## src/rtl/lpc_txn_monitor.sv

```systemverilog
module lpc_txn_monitor (
  input  logic        clk,
  input  logic        rst_n,
  input  logic        frm_n,
  input  logic [3:0]  nib,
  output logic        txn_valid,
  output logic [3:0]  txn_start,
  output logic [3:0]  txn_type,
  output logic [31:0] txn_addr,
  output logic [7:0]  txn_data,
  output logic [5:0]  txn_warn
);
  typedef enum logic [2:0] {
    S_IDLE, S_START, S_ADDR, S_DATA, S_TAR1, S_SYNC, S_TAR2
  } st_t;

  localparam int W_START = 0;
  localparam int W_TYPE  = 1;
  localparam int W_TAR1  = 2;
  localparam int W_SYNC  = 3;
  localparam int W_ERR   = 4;
  localparam int W_TAR2  = 5;

  st_t         st;
  logic [3:0]  start_q, type_q;
  logic [31:0] addr_q;
  logic [7:0]  data_q;
  logic [5:0]  warn_q;
  logic [2:0]  cnt;
  logic        wr_q, hi_q, valid_q;

  wire bad_type = nib[0] || (nib[3:2] == 2'b11);
  wire tar_ok   = (nib == 4'hF);

  always_ff @(posedge clk or negedge rst_n) begin
    if (!rst_n) begin
      st      <= S_IDLE;
      start_q <= '0;
      type_q  <= '0;
      addr_q  <= '0;
      data_q  <= '0;
      warn_q  <= '0;
      cnt     <= '0;
      wr_q    <= 1'b0;
      hi_q    <= 1'b0;
      valid_q <= 1'b0;
    end else begin
      valid_q <= 1'b0;
      if (!frm_n && st != S_START) begin
        st      <= S_START;
        start_q <= nib;
        warn_q  <= '0;
      end else begin
        case (st)
          S_IDLE: ;
          S_START: begin
            if (!frm_n) begin
              if (nib != start_q) warn_q[W_START] <= 1'b1;
              start_q <= nib;
            end else if (start_q != 4'h0) begin
              st <= S_IDLE;
            end else if (bad_type) begin
              warn_q[W_TYPE] <= 1'b1;
              st <= S_IDLE;
            end else if (nib[3]) begin
              st <= S_IDLE;
            end else begin
              type_q <= nib;
              wr_q   <= nib[1];
              cnt    <= nib[2] ? 3'd7 : 3'd3;
              addr_q <= '0;
              data_q <= '0;
              hi_q   <= 1'b0;
              st     <= S_ADDR;
            end
          end
          S_ADDR: begin
            addr_q <= {addr_q[27:0], nib};
            if (cnt == 3'd0) st <= wr_q ? S_DATA : S_TAR1;
            else cnt <= cnt - 3'd1;
          end
          S_DATA: begin
            hi_q <= ~hi_q;
            if (!hi_q) data_q[3:0] <= nib;
            else begin
              data_q[7:4] <= nib;
              st <= wr_q ? S_TAR1 : S_TAR2;
            end
          end
          S_TAR1: begin
            if (!tar_ok) warn_q[W_TAR1] <= 1'b1;
            hi_q <= ~hi_q;
            if (hi_q) st <= S_SYNC;
          end
          S_SYNC: begin
            case (nib)
              4'h0: st <= wr_q ? S_TAR2 : S_DATA;
              4'h5, 4'h6: ;
              4'hA: begin
                warn_q[W_ERR] <= 1'b1;
                st <= S_IDLE;
              end
              default: warn_q[W_SYNC] <= 1'b1;
            endcase
          end
          S_TAR2: begin
            if (!tar_ok) warn_q[W_TAR2] <= 1'b1;
            hi_q <= ~hi_q;
            if (hi_q) begin
              valid_q <= 1'b1;
              st <= S_IDLE;
            end
          end
          default: st <= S_IDLE;
        endcase
      end
    end
  end

  assign txn_valid = valid_q;
  assign txn_start = start_q;
  assign txn_type  = type_q;
  assign txn_addr  = addr_q;
  assign txn_data  = data_q;
  assign txn_warn  = warn_q;
endmodule


```

## config.mk

```make
export PLATFORM = sky130hd
export DESIGN_NAME = lpc_txn_monitor
export DESIGN_NICKNAME = d
export VERILOG_FILES = /design/src/rtl/lpc_txn_monitor.sv
export SDC_FILE = /design/constraint.sdc
export NUM_CORES = 1
export LEC_CHECK = 0
export BUFFER_PORTS_ARGS = -buffer_cell sky130_fd_sc_hd__buf_2
export CAP_MARGIN = 15
export CELL_PAD_IN_SITES_DETAIL_PLACEMENT = 2
export CELL_PAD_IN_SITES_GLOBAL_PLACEMENT = 2
export CORE_MARGIN = 2
export CORE_UTILIZATION = 37
export CTS_BUF_LIST = sky130_fd_sc_hd__clkbuf_4 sky130_fd_sc_hd__clkbuf_8
export DETAILED_ROUTE_END_ITERATION = 10
export PLACE_DENSITY_LB_ADDON = 0.1
export SYNTH_ARGS = -nofsm -noshare
export SYNTH_HDL_FRONTEND = slang
export SYNTH_SLANG_ARGS = --single-unit
```

## constraint.sdc

```tcl
create_clock -name clk -period 2.4 [get_ports clk]
set_input_delay 0.36 -clock clk [delete_from_list [all_inputs] [get_ports clk]]
set_output_delay 0.36 -clock clk [all_outputs]
set_load 0.05 [all_outputs]
```

==> impl_metrics.toml <==
[place]
globalplace.congestion = 0.857
placedInstanceArea_um2 = 3350
place.detailed.hpwl_mm = 5.57
buffer_ports.inserted = 60

[clock_network]
htreeDepth = 3
cts_hold_buffers = 0
insertion_delay_ns = 0.34
post_cts_buffers = 0
cts_tree = "yes"
path_clk_slew_ns = 0.07
cts_made_buffers = 9
ctsRootBufferMaster = "sky130_fd_sc_hd__clkbuf_8"
clk_path_buf_depth = 2
quantity_of_gates_resized_following_cts = 0
cts_sinks = 61

[logic_synthesis]
share_of_the_yosys_chip_area_belonging_to_registers = 0.523
ys_ff_latch = 61
synth-main-ff-cell = "sky130_fd_sc_hd__dfrtp_1"
synth.top_cell.area_share = 0.523
post-synth-top-area-cell = "sky130_fd_sc_hd__dfrtp_1"
syn-num-nets = 262
synthesis.area_per_instance_um2 = 11.7
post_synth_edffs = 0
synth_cells = 249
cell_area_after_technology_mapping_um2 = 2920
ys_top_cells_by_area = "sky130_fd_sc_hd__dfrtp_1 (52%), sky130_fd_sc_hd__a22o_1 (10%), sky130_fd_sc_hd__mux2_1 (4.2%), sky130_fd_sc_hd__ha_1 (2.6%), sky130_fd_sc_hd__mux2_2 (2.3%)"
yosys.cell_types.count = 48
synth_async_sr_flop_share = 1.00
ys_warn_count = 0

[pwr]
power.ir.vdd_worst_uv = 755
p_int_uw = 2780
power_per_cell_area_nw_per_um2 = 1550
switching_share = 0.495
power.static_leakage_uw = 0.00181
power_uw = 5510
switching_power_uw = 2730
power.combinational.fraction = 0.525
pwr-share-seq = 0.306
power.share.clock = 0.169

[setup_path]
critical-path-max-stage-delay_ns = 0.39
cp.buffers_inverters = 3
crit_required_ns = 2.67
cpLargestDelayFamily = "buffers and inverters"
path_cells = "nor3b_2, inv_1, ha_1, inv_1, and3_1, buf_4, a22o_1"
regToRegStartpoint = "st[1]$_DFFE_PN0P_"
timing.critical_path.from_type = "flop"
critical_path_source = "st[1]$_DFFE_PN0P_"
crit_arrival_ns = 2.38
worst-path-max-fanout = 32
crit_path_frequent_cell = "sky130_fd_sc_hd__inv_1"
rr_worst_depth = 7
worst_r2r_endpoint = "txn_addr[25]$_DFFE_PN0P_"
reg2reg_slack_ns = 0.29
cpMaxStageDelayCell = "sky130_fd_sc_hd__dfrtp_1"
cp_capture_type = "flop"
critical_path_start_end_classification = "flop to flop"

[grt]
global_route.overflow_total = 0
most_used_routing_layer_in_global_routing = "met2"
grt_max_degree = 41
first_global_vias = 2378
grt_antenna_before_repair = 0
grt.met1_usage = 0.280
global_route.usage.met3 = 0.0293
global_routing_usage_on_met2 = 0.313
grt_pass1_wl_mm = 13.2
grt_util_all_layers = 0.199

[detailed_routing]
drtIter0Drc = 92
vias_per_cell = 5.46
totalWireLength_mm = 8.06
first_pass_iters = 4
detail_route.drc_violations = 0
post_drt_wl_per_cell_um = 19.4
detailroute.via_count = 2270
ant_nets = 0

[cells_and_area]
num-nets-final = 323
multiInputGateArea_um2 = 1260
nFillCells = 838
seqCellArea_um2 = 1530
final_design_area_no_fill_um2 = 3550
number_of_diodes = 0
layout-drive-gt1-share = 0.334
layout-area-overhead-vs-synth_pct = 21.6

[floorplanning]
start_util = 0.379
rows = 32
num_io_pins = 62
chipHeight_um = 92.8
floorplan.die_area_um2 = 8610
floorplan.die.width_um = 92.8
fp.coreArea_um2 = 7690

[sta]
setup_repair_after_global_routing_missed_its_margin = "false"
finalCritPeriodShare = 0.878
finalHoldViolCount = 0
fin_crit_ns = 2.11
tightest_pin_transition_ns = 0.581
fmaxAchievable_mhz = 474
slew_headroom = 0.613
final-max-slew-violation-count = 0
setup_total_negative_slack_ns = 0
timing.final.setup_violations = 0
hold_ws_ns = 0.0164
finalClockSkew_ns = 0.00770

[job]
max_cap_violations = 0

[run_status]
outcome = "finished clean"

[min_path]
worstHoldPathType = "primary input to asynchronous set/reset pin"
worst register-to-register path, stage by stage, from the launching register on:
cell,delay (ns)
sky130_fd_sc_hd__dfrtp_1,0.39
sky130_fd_sc_hd__nor3b_2,0.22
sky130_fd_sc_hd__inv_1,0.12
sky130_fd_sc_hd__ha_1,0.27
sky130_fd_sc_hd__inv_1,0.25
sky130_fd_sc_hd__and3_1,0.22
sky130_fd_sc_hd__buf_4,0.34
sky130_fd_sc_hd__a22o_1,0.22
cell usage after synthesis, drive strengths merged (5+ instances only):
| master | n |
|---|---|
| a21oi | 13 |
| a22o | 34 |
| and2 | 6 |
| buf | 10 |
| clkbuf | 11 |
| dfrtp | 61 |
| ha | 6 |
| inv | 10 |
| mux2 | 17 |
| nand2 | 9 |
| nor2 | 10 |
| nor2b | 5 |
| o21ai | 5 |
| xor2 | 6 |
logic make-up (layout without fill, tap and decap cells):
family,count (synthesis),count (layout),synth area share
muxes,21,21,0.0794
xor gates and xnor gates,6,6,0.0180
DFF,61,61,0.523
AOI/OAI and AO/OA,73,73,0.195
buffers and inverters,31,96,0.0459
other,1,1,0.00129
and+or+nand+nor,50,50,0.112
adders and majority gates,6,6,0.0257
layout by cell type (no fill, tap or decap), types with 2 or more instances in the layout:
master,synthesis,layout
sky130_fd_sc_hd__dfrtp_1,61,61
sky130_fd_sc_hd__buf_2,8,60
sky130_fd_sc_hd__a22o_1,34,34
sky130_fd_sc_hd__a21oi_1,13,13
sky130_fd_sc_hd__mux2_1,11,11
sky130_fd_sc_hd__clkbuf_8,0,11
sky130_fd_sc_hd__inv_1,10,10
sky130_fd_sc_hd__nor2_1,10,10
sky130_fd_sc_hd__buf_4,2,10
sky130_fd_sc_hd__nand2_1,9,9
sky130_fd_sc_hd__and2_1,6,6
sky130_fd_sc_hd__xor2_1,6,6
sky130_fd_sc_hd__mux2_2,6,6
sky130_fd_sc_hd__ha_1,6,6
sky130_fd_sc_hd__nor2b_1,5,5
sky130_fd_sc_hd__mux2i_1,4,4
sky130_fd_sc_hd__o21ai_0,4,4
sky130_fd_sc_hd__nor3b_2,2,2
sky130_fd_sc_hd__nand4_1,2,2
sky130_fd_sc_hd__and3_1,2,2
sky130_fd_sc_hd__o211ai_2,2,2
sky130_fd_sc_hd__or2_2,2,2
sky130_fd_sc_hd__nor3_1,2,2
sky130_fd_sc_hd__a2bb2oi_1,2,2
sky130_fd_sc_hd__a31oi_1,2,2
sky130_fd_sc_hd__a32oi_1,2,2
sky130_fd_sc_hd__o211ai_1,2,2
sky130_fd_sc_hd__a211oi_1,2,2
sky130_fd_sc_hd__o311a_1,2,2
sky130_fd_sc_hd__clkinv_2,0,2
flip-flops by register name, summed over array words and instances (netlist names):
signal     count
txn_addr      32
txn_data       8
txn_warn       6
txn_start      4
cnt            3
st             3
txn_type       3
hi_q           1
txn_valid      1
metrics by stage:
step	setup slack, ns	util	cells
floorplan	0.201	-	249
global placement	0.340	0.435	401
detailed placement	0.290	0.435	401
CTS	0.261	0.461	416
global route	0.156	0.461	416
finish	0.292	0.461	416
power by group through the flow:
stage,Clock [uW],Sequential [uW],Combinational (uW)
5_1_grt,999,1750,3090
2_1_floorplan,0,2670,1160
6_report,932,1680,2890
4_1_cts,964,1690,2930
3_3_place_gp,0,1690,2850
3_5_place_dp,0,1710,2910
worst max-delay path by stage:
| stage | endpoint | slack [ns] | depth (start not counted) |
|---|---|---|---|
| 2_1_floorplan | txn_addr[0]$_DFFE_PN0P_ | 0.20 | 8 |
| 3_5_place_dp | txn_start[0]$_DFFE_PN0P_ | 0.29 | 6 |
| 4_1_cts | txn_addr[25]$_DFFE_PN0P_ | 0.26 | 7 |
| 3_3_place_gp | txn_start[1]$_DFFE_PN0P_ | 0.34 | 6 |
| 6_report | txn_addr[25]$_DFFE_PN0P_ | 0.29 | 7 |
| 5_1_grt | txn_addr[31]$_DFFE_PN0P_ | 0.16 | 7 |
layer usage:
| layer | routed length (um) | up-vias |
|---|---|---|
| met5 | 0 | - |
| met4 | 125 | 0 |
| met3 | 240 | 11 |
| met2 | 3920 | 47 |
| met1 | 3780 | 1183 |
| li1 | - | 1029 |
layout make-up:
cell class	count	share of cell area
tap	102	0.0360
clock buffer	11	0.0427
multi-input combinational	157	0.355
sequential	61	0.430
timing repair buffer	71	0.112
inverter	10	0.0106
clock inverter	4	0.0134
Note: power is estimated with default switching activity, not from simulation.
